File: src/rtl/alu8_pkg.sv
package alu8_pkg;

   typedef enum logic [3:0] {
      OP_ADD = 4'd0,  OP_ADC = 4'd1,  OP_SUB = 4'd2,  OP_SBC = 4'd3,
      OP_AND = 4'd4,  OP_OR  = 4'd5,  OP_XOR = 4'd6,  OP_COM = 4'd7,
      OP_NEG = 4'd8,  OP_INC = 4'd9,  OP_DEC = 4'd10, OP_CP  = 4'd11,
      OP_CPC = 4'd12, OP_CPI = 4'd13
   } alu_op_e;

   // flag bit positions inside flags/mask vectors
   localparam int FLAG_W = 6;
   localparam int FB_C = 0;
   localparam int FB_Z = 1;
   localparam int FB_N = 2;
   localparam int FB_V = 3;
   localparam int FB_S = 4;
   localparam int FB_H = 5;

   typedef enum logic [2:0] {
      CL_NONE, CL_ARITH, CL_STEP, CL_LOGIC, CL_COM
   } alu_cls_e;

   typedef enum logic [1:0] {
      CIN_ZERO, CIN_ONE, CIN_FLAG
   } cin_sel_e;

   typedef struct packed {
      logic     sub;       // adder subtracts
      logic     a_zero;    // adder A forced to zero (negate)
      logic     b_from_a;  // adder B taken from operand A (negate)
      logic     b_zero;    // adder B forced to zero (inc/dec)
      cin_sel_e cin_sel;   // carry/borrow into bit 0
      alu_cls_e cls;       // flag formation class
      logic     chain_z;   // Z only kept, never newly set
      logic     wr;        // write-back request
   } alu_ctl_t;

endpackage

File: src/rtl/alu8_decode.sv
module alu8_decode
   import alu8_pkg::*;
(
   input  logic [3:0] op_i,
   output alu_ctl_t   ctl_o
);

   always_comb begin
      ctl_o = '{sub: 1'b0, a_zero: 1'b0, b_from_a: 1'b0, b_zero: 1'b0,
                cin_sel: CIN_ZERO, cls: CL_NONE, chain_z: 1'b0, wr: 1'b0};
      case (alu_op_e'(op_i))
         OP_ADD: begin ctl_o.cls = CL_ARITH; ctl_o.wr = 1'b1; end
         OP_ADC: begin ctl_o.cls = CL_ARITH; ctl_o.wr = 1'b1; ctl_o.cin_sel = CIN_FLAG; end
         OP_SUB, OP_CP, OP_CPI: begin
            ctl_o.cls = CL_ARITH;
            ctl_o.sub = 1'b1;
            ctl_o.wr  = (alu_op_e'(op_i) == OP_SUB);
         end
         OP_SBC, OP_CPC: begin
            ctl_o.cls     = CL_ARITH;
            ctl_o.sub     = 1'b1;
            ctl_o.cin_sel = CIN_FLAG;
            ctl_o.chain_z = 1'b1;
            ctl_o.wr      = (alu_op_e'(op_i) == OP_SBC);
         end
         OP_AND, OP_OR, OP_XOR: begin ctl_o.cls = CL_LOGIC; ctl_o.wr = 1'b1; end
         OP_COM: begin ctl_o.cls = CL_COM; ctl_o.wr = 1'b1; end
         OP_NEG: begin
            ctl_o.cls      = CL_ARITH;
            ctl_o.sub      = 1'b1;
            ctl_o.a_zero   = 1'b1;
            ctl_o.b_from_a = 1'b1;
            ctl_o.wr       = 1'b1;
         end
         OP_INC, OP_DEC: begin
            ctl_o.cls     = CL_STEP;
            ctl_o.b_zero  = 1'b1;
            ctl_o.cin_sel = CIN_ONE;
            ctl_o.sub     = (alu_op_e'(op_i) == OP_DEC);
            ctl_o.wr      = 1'b1;
         end
         default: ;
      endcase
   end

endmodule

File: src/rtl/alu8_addsub.sv
module alu8_addsub #(
   parameter int W     = 8,
   parameter int NIB   = 4,
   parameter bit SPLIT = 1'b1
) (
   input  logic [W-1:0] a_i,
   input  logic [W-1:0] b_i,
   input  logic         sub_i,
   input  logic         cin_i,   // carry for add, borrow for subtract
   output logic [W-1:0] sum_o,
   output logic         cy_o,    // carry out, or borrow out when subtracting
   output logic         hc_o,    // carry/borrow out of the low nibble
   output logic         ov_o
);

   localparam int HW = W - NIB;

   if (W < NIB + 1) begin : g_bad_width
      $error("alu8_addsub: W must exceed NIB");
   end

   logic [W-1:0] bb;
   logic         ci, cy, hc;

   assign bb = sub_i ? ~b_i : b_i;
   assign ci = sub_i ? ~cin_i : cin_i;

   if (SPLIT) begin : g_split
      logic [NIB:0] lo;
      logic [HW:0]  hi;
      assign lo    = {1'b0, a_i[NIB-1:0]} + {1'b0, bb[NIB-1:0]} + {{NIB{1'b0}}, ci};
      assign hi    = {1'b0, a_i[W-1:NIB]} + {1'b0, bb[W-1:NIB]} + {{HW{1'b0}}, lo[NIB]};
      assign sum_o = {hi[HW-1:0], lo[NIB-1:0]};
      assign cy    = hi[HW];
      assign hc    = lo[NIB];
   end else begin : g_flat
      logic [W:0] full;
      assign full  = {1'b0, a_i} + {1'b0, bb} + {{W{1'b0}}, ci};
      assign sum_o = full[W-1:0];
      assign cy    = full[W];
      assign hc    = a_i[NIB] ^ bb[NIB] ^ full[NIB];
   end

   assign cy_o = cy ^ sub_i;
   assign hc_o = hc ^ sub_i;
   assign ov_o = (a_i[W-1] == bb[W-1]) && (sum_o[W-1] != a_i[W-1]);

   always_comb begin
      if (!sub_i) begin
         a_r1_add_exact: assert ({cy_o, sum_o} == ({1'b0, a_i} + {1'b0, b_i} + {{W{1'b0}}, cin_i}));
      end else begin
         a_r2_borrow_exact: assert (cy_o == ({1'b0, a_i} < ({1'b0, b_i} + {{W{1'b0}}, cin_i})));
      end
   end

endmodule

File: src/rtl/alu8_logic.sv
module alu8_logic
   import alu8_pkg::*;
#(
   parameter int W = 8
) (
   input  logic [3:0]   op_i,
   input  logic [W-1:0] a_i,
   input  logic [W-1:0] b_i,
   output logic [W-1:0] y_o
);

   always_comb begin
      case (alu_op_e'(op_i))
         OP_AND:  y_o = a_i & b_i;
         OP_OR:   y_o = a_i | b_i;
         OP_XOR:  y_o = a_i ^ b_i;
         OP_COM:  y_o = ~a_i;
         default: y_o = '0;
      endcase
   end

endmodule

File: src/rtl/alu8_flags.sv
module alu8_flags
   import alu8_pkg::*;
#(
   parameter int W = 8
) (
   input  alu_cls_e          cls_i,
   input  logic              chain_z_i,
   input  logic              wr_i,
   input  logic [W-1:0]      sum_i,
   input  logic              cy_i,
   input  logic              hc_i,
   input  logic              ov_i,
   input  logic [W-1:0]      lres_i,
   input  logic              z_in_i,
   output logic [W-1:0]      res_o,
   output logic              wr_en_o,
   output logic [FLAG_W-1:0] flags_o,
   output logic [FLAG_W-1:0] mask_o
);

   localparam logic [FLAG_W-1:0] M_ALL = '1;
   localparam logic [FLAG_W-1:0] M_ZNVS =
      FLAG_W'((1 << FB_Z) | (1 << FB_N) | (1 << FB_V) | (1 << FB_S));
   localparam logic [FLAG_W-1:0] M_COMP = M_ZNVS | FLAG_W'(1 << FB_C);

   logic [FLAG_W-1:0] raw;
   logic              n, v, z;

   always_comb begin
      res_o = (cls_i == CL_LOGIC || cls_i == CL_COM) ? lres_i : sum_i;
      n     = res_o[W-1];
      z     = (res_o == '0) && (!chain_z_i || z_in_i);
      v     = (cls_i == CL_ARITH || cls_i == CL_STEP) ? ov_i : 1'b0;
      raw   = '0;
      raw[FB_N] = n;
      raw[FB_Z] = z;
      raw[FB_V] = v;
      raw[FB_S] = n ^ v;
      raw[FB_C] = (cls_i == CL_COM) ? 1'b1 : cy_i;
      raw[FB_H] = hc_i;
      case (cls_i)
         CL_ARITH:          mask_o = M_ALL;
         CL_STEP, CL_LOGIC: mask_o = M_ZNVS;
         CL_COM:            mask_o = M_COMP;
         default:           mask_o = '0;
      endcase
      flags_o = raw & mask_o;
      wr_en_o = wr_i;
   end

endmodule

File: src/rtl/alu8_core.sv
module alu8_core
   import alu8_pkg::*;
#(
   parameter int W     = 8,
   parameter bit SPLIT = 1'b1
) (
   input  logic [3:0]   op_i,
   input  logic [W-1:0] opa_i,
   input  logic [W-1:0] opb_i,
   input  logic [W-1:0] imm_i,
   input  logic         imm_sel_i,
   input  logic         c_in_i,
   input  logic         z_in_i,
   output logic [W-1:0] res_o,
   output logic         wr_en_o,
   output logic [5:0]   flags_o,
   output logic [5:0]   fmask_o
);

   if (FLAG_W != 6) begin : g_bad_flags
      $error("alu8_core: flag vector width mismatch");
   end

   alu_ctl_t     ctl;
   logic [W-1:0] b_pick, add_a, add_b, sum, lres;
   logic         add_cin, cy, hc, ov;

   alu8_decode u_dec (.op_i(op_i), .ctl_o(ctl));

   assign b_pick  = (imm_sel_i || alu_op_e'(op_i) == OP_CPI) ? imm_i : opb_i;
   assign add_a   = ctl.a_zero ? '0 : opa_i;
   assign add_b   = ctl.b_zero ? '0 : (ctl.b_from_a ? opa_i : b_pick);
   assign add_cin = (ctl.cin_sel == CIN_ONE) | ((ctl.cin_sel == CIN_FLAG) & c_in_i);

   alu8_addsub #(.W(W), .SPLIT(SPLIT)) u_add (
      .a_i(add_a), .b_i(add_b), .sub_i(ctl.sub), .cin_i(add_cin),
      .sum_o(sum), .cy_o(cy), .hc_o(hc), .ov_o(ov)
   );

   alu8_logic #(.W(W)) u_log (
      .op_i(op_i), .a_i(opa_i), .b_i(b_pick), .y_o(lres)
   );

   alu8_flags #(.W(W)) u_flg (
      .cls_i(ctl.cls), .chain_z_i(ctl.chain_z), .wr_i(ctl.wr),
      .sum_i(sum), .cy_i(cy), .hc_i(hc), .ov_i(ov), .lres_i(lres),
      .z_in_i(z_in_i), .res_o(res_o), .wr_en_o(wr_en_o),
      .flags_o(flags_o), .mask_o(fmask_o)
   );

   always_comb begin
      if (op_i >= 4'd14) begin
         a_r12_unused_quiet: assert (!wr_en_o && fmask_o == '0);
      end
      if (alu_op_e'(op_i) inside {OP_AND, OP_OR, OP_XOR, OP_INC, OP_DEC}) begin
         a_r4_keep_c_h: assert (!fmask_o[FB_C] && !fmask_o[FB_H]);
      end
      if (alu_op_e'(op_i) == OP_COM) begin
         a_r6_com_carry: assert (flags_o[FB_C] && res_o == ~opa_i);
      end
      if (alu_op_e'(op_i) inside {OP_CP, OP_CPC, OP_CPI}) begin
         a_r8_cmp_no_write: assert (!wr_en_o);
      end
      if (fmask_o[FB_Z] && alu_op_e'(op_i) != OP_SBC && alu_op_e'(op_i) != OP_CPC) begin
         a_r10_z_tracks_res: assert (flags_o[FB_Z] == (res_o == '0));
      end
   end

endmodule

File: config.mk
export PLATFORM = sky130hd
export DESIGN_NAME = alu8_core
export DESIGN_NICKNAME = d
export VERILOG_FILES = /design/src/rtl/alu8_pkg.sv /design/src/rtl/alu8_decode.sv /design/src/rtl/alu8_addsub.sv /design/src/rtl/alu8_logic.sv /design/src/rtl/alu8_flags.sv /design/src/rtl/alu8_core.sv
export SDC_FILE = /design/constraint.sdc
export NUM_CORES = 1
export LEC_CHECK = 0
export ABC_CLOCK_PERIOD_IN_PS = 7400
export CAP_MARGIN = 20
export CORE_MARGIN = 2
export CORE_UTILIZATION = 51
export DETAILED_ROUTE_END_ITERATION = 8
export PLACE_DENSITY = 0.83
export SLEW_MARGIN = 15
export SYNTH_ARGS = -nofsm -noshare
export SYNTH_HDL_FRONTEND = slang
export SYNTH_SLANG_ARGS = --single-unit
File: constraint.sdc
create_clock -name vclk -period 7.4
set_input_delay 1.11 -clock vclk [all_inputs]
set_output_delay 1.11 -clock vclk [all_outputs]
set_load 0.01 [all_outputs]
==> results.md <==
- **startpoint-to-endpoint class of the critical path** primary input to output port
- **Remaining DRCs** 0
- **number of nets at the end of the flow** 352
- **main area contributors after synthesis** sky130_fd_sc_hd__ha_1 (16%), sky130_fd_sc_hd__mux2i_1 (10%), sky130_fd_sc_hd__inv_1 (6.4%)
- **final RePlAce weighted congestion** 0.881
- **cell taking the most area after synthesis** sky130_fd_sc_hd__ha_1
- **number of setup violations in the final report** 0
- **most frequent cell on the critical path** sky130_fd_sc_hd__fa_1
- **FMAX** 143 MHz
- **Mapped Area** 0.00176 mm^2
- **maximum number of pins on one net before global-route repair** 37
- **wire length of the first global-routing pass** 8.36 mm
- **worst-case vdd ir drop** 0.0000497 V
- **worst-case hold path end point** flags_o[1]
- **routed via count** 1961
- **Antenna Diode Count** 0
- **internal cell power** 0.000116 W
- **total of warnings raised by yosys** 0
- **number of DRC markers in iteration 0** 109
- **Finished Core Util** 70.5%
- **mean area per synthesized cell** 7.17 um^2
- **Hold Path Stages** 6
- **count of TritonRoute iterations in the first routing pass** 4
- **horizontal die dimension** 62.8 um
- **sum of internal, switching and leakage power** 0.000224 W
- **number of standard cells after synthesis** 246
- **number of clock buffer instances in the layout** 0
- **post-route cell area** 0.00235 mm^2
- **maximum capacitance violations** 0
- **static leakage power** 1.10 nW
- **slowest cell on the critical path** sky130_fd_sc_hd__clkdlybuf4s50_1
- **switching power total** 0.000108 W
- **Final TNS setup** 0 ns
- **Std-Cell Rows** 21
- **antenna violations before repair** 0
- **startpoint of the worst hold path** z_in_i
- **number of routed nets with antenna violations** 0
- **Clk network pwr share** 0%
- **share of the synthesized area in the top cell type** 15.6%
- **fill cell count** 300
- **Critical Path AT** 5.87 ns
- **measured slew at the worst slew-check pin** 0.605 ns
- **count of final max-slew check failures** 0
- **max-slew headroom at the worst pin** 59.7%
- **Final HPWL DP** 3.92 mm
- **cts hold-fix bufs** 0
- **Final min period** 6.98 ns
- **via count of the first global-routing pass** 1849
- **maximum fanout count along the critical path** 3
- **placed standard-cell area** 0.00234 mm^2
- **combinational cell fraction of total power** 100.0%
- **critical path capture point type** output port
- **fraction of the yosys area taken by sequential cells** 0%
- **floorplan core area** 0.00334 mm^2
- **data required time at the worst endpoint** 6.29 ns
- **type of element launching the critical path** primary input
- **proportion of layout cells with a drive suffix above 1** 10.6%
- **area growth from synthesis to layout** 33.4%
- **final routed wire length divided by cell count** 15.0 um
- **cell chain of the critical path** clkdlybuf4s50_1 -> and4b_2 -> nor2_8 -> mux2i_2 -> a21oi_1 -> o211a_1 -> fa_1 -> fa_1 -> nor2b_1 -> o21ai_0 -> nand2b_1 -> fa_1 -> inv_1 -> fa_1 -> nor2b_1 -> o21a_1 -> nor2_1 -> mux2_2 -> a21oi_1 -> clkdlybuf4s50_1
- **Port Buffer Count** 52
- **slowest cell delay on critical path** 0.55 ns
- **DR vias/cell** 5.78
- **layout sequential cell count** 0
- **area of the multi-input gates** 0.00157 mm^2
- **initial cell density of the core** 52.9%
- **overall fraction of global-route tracks in use** 25.3%
- **setup repair after global routing missed its margin** no
- **unique cell type count in the Yosys netlist** 50
- **overall die area** 0.00395 mm^2
- **power density over the cells** 95.1 mW/mm^2
- **sequential share of power** 0%
- **Boundary Pins** 52
- **Post-Route WL** 5.07 mm
- **number of endpoints with negative hold slack in the final report** 0
- **number of nets in the synthesized netlist** 303
- **flip-flop and latch area** 0 um^2
- **Hold Crit Class** primary input to output port
- **global route overflow** 0
- **result of the run** complete, no violations
- **Sw Share** 48.1%
- **die extent in y** 62.8 um
- **final critical-path share of the clock period** 94.3%
worst max path at each step:
stage / startpoint / to / slack (ns)
finish: op_i[1] / flags_o[0] / 0.42
global route: op_i[1] / flags_o[4] / 0.08
CTS: op_i[0] / flags_o[1] / 0.22
detailed placement: op_i[0] / flags_o[1] / 0.24
global placement: op_i[0] / flags_o[1] / 0.43
floorplan: op_i[1] / flags_o[1] / 1.34
per-layer routing:
metal  vias up  part of all wire [%]  wire, um  global-route usage [%]
li1        969                     -         -                       -
met1       883                    45      2260                    34.1
met2        96                    46      2350                    44.0
met3        13                   7.7       392                    3.42
met4         0                   1.3        66                    3.33
met5         -                     0         0                       0
Yosys cell counts (4+ instances only):
cell type                  count
sky130_fd_sc_hd__o211ai_1      8
sky130_fd_sc_hd__o21ai_0      15
sky130_fd_sc_hd__nand2_1      24
sky130_fd_sc_hd__a21oi_1      13
sky130_fd_sc_hd__nor3_1        7
sky130_fd_sc_hd__nor2b_1       5
sky130_fd_sc_hd__mux2i_1      18
sky130_fd_sc_hd__inv_1        30
sky130_fd_sc_hd__fa_1          4
sky130_fd_sc_hd__or3_1         4
sky130_fd_sc_hd__mux2_2        6
sky130_fd_sc_hd__nor2_1       18
sky130_fd_sc_hd__mux4_2        4
sky130_fd_sc_hd__nand3_1       4
sky130_fd_sc_hd__a22oi_1       6
sky130_fd_sc_hd__ha_1         22
sky130_fd_sc_hd__clkbuf_1      9
cell families after synthesis:
logic type,synth area share (%)
buffers and inverters,11.2
multiplexers,20.0
XOR/XNOR,1.99
AND/OR/NAND/NOR,23.0
AO/OA/AOI/OAI,23.7
adder cells (fa/ha/maj),20.1
stage by stage:
step           worst slack [ns]  std cells  hold WS (ns)
2_1_floorplan              1.34        246          2.46
3_3_place_gp              0.429        339          3.41
3_5_place_dp              0.236        339          3.42
4_1_cts                   0.216        339          3.42
5_1_grt                  0.0789        339          3.31
6_report                  0.421        339          3.30
timing repair:
item | CTS | global route
buffers inserted | 0 | 0
resized for setup | 0 | 3
endpoints found under the setup margin | 0 | 1
critical path: cells and delay by family:
kind	cells	cell delay, ns
AO/OA/AOI/OAI	5	0.74
adder cells (fa/ha/maj)	4	1.48
buffers and inverters	3	1.09
multiplexers	2	0.56
AND/OR/NAND/NOR	6	0.89
cell usage in the layout, fill, tap and decap left out, types with 6 or more instances in the layout:
master / netlist / layout
sky130_fd_sc_hd__mux2_2: 6 / 6
sky130_fd_sc_hd__o21ai_0: 15 / 15
sky130_fd_sc_hd__ha_1: 22 / 22
sky130_fd_sc_hd__clkdlybuf4s50_1: 0 / 51
sky130_fd_sc_hd__nor2_1: 18 / 18
sky130_fd_sc_hd__mux2i_1: 18 / 17
sky130_fd_sc_hd__a21oi_1: 13 / 13
sky130_fd_sc_hd__o211ai_1: 8 / 8
sky130_fd_sc_hd__inv_1: 30 / 30
sky130_fd_sc_hd__nor3_1: 7 / 7
sky130_fd_sc_hd__a22oi_1: 6 / 6
sky130_fd_sc_hd__buf_4: 3 / 10
sky130_fd_sc_hd__nand2_1: 24 / 24
power by group through the flow:
| stage | Sequential, W | Clock (W) | Combinational [W] |
|---|---|---|---|
| 2_1_floorplan | 0 | 0 | 0.000131 |
| 6_report | 0 | 0 | 0.000224 |
| 3_3_place_gp | 0 | 0 | 0.000216 |
| 4_1_cts | 0 | 0 | 0.000222 |
| 5_1_grt | 0 | 0 | 0.000245 |
| 3_5_place_dp | 0 | 0 | 0.000221 |
final cells by class:
type	instances	share of cell area, %
Inverter	31	4.94
Tap cell	46	2.45
Timing Repair Buffer	63	25.9
Multi-Input combinational cell	199	66.7
Power figures use the tool's default switching activity.
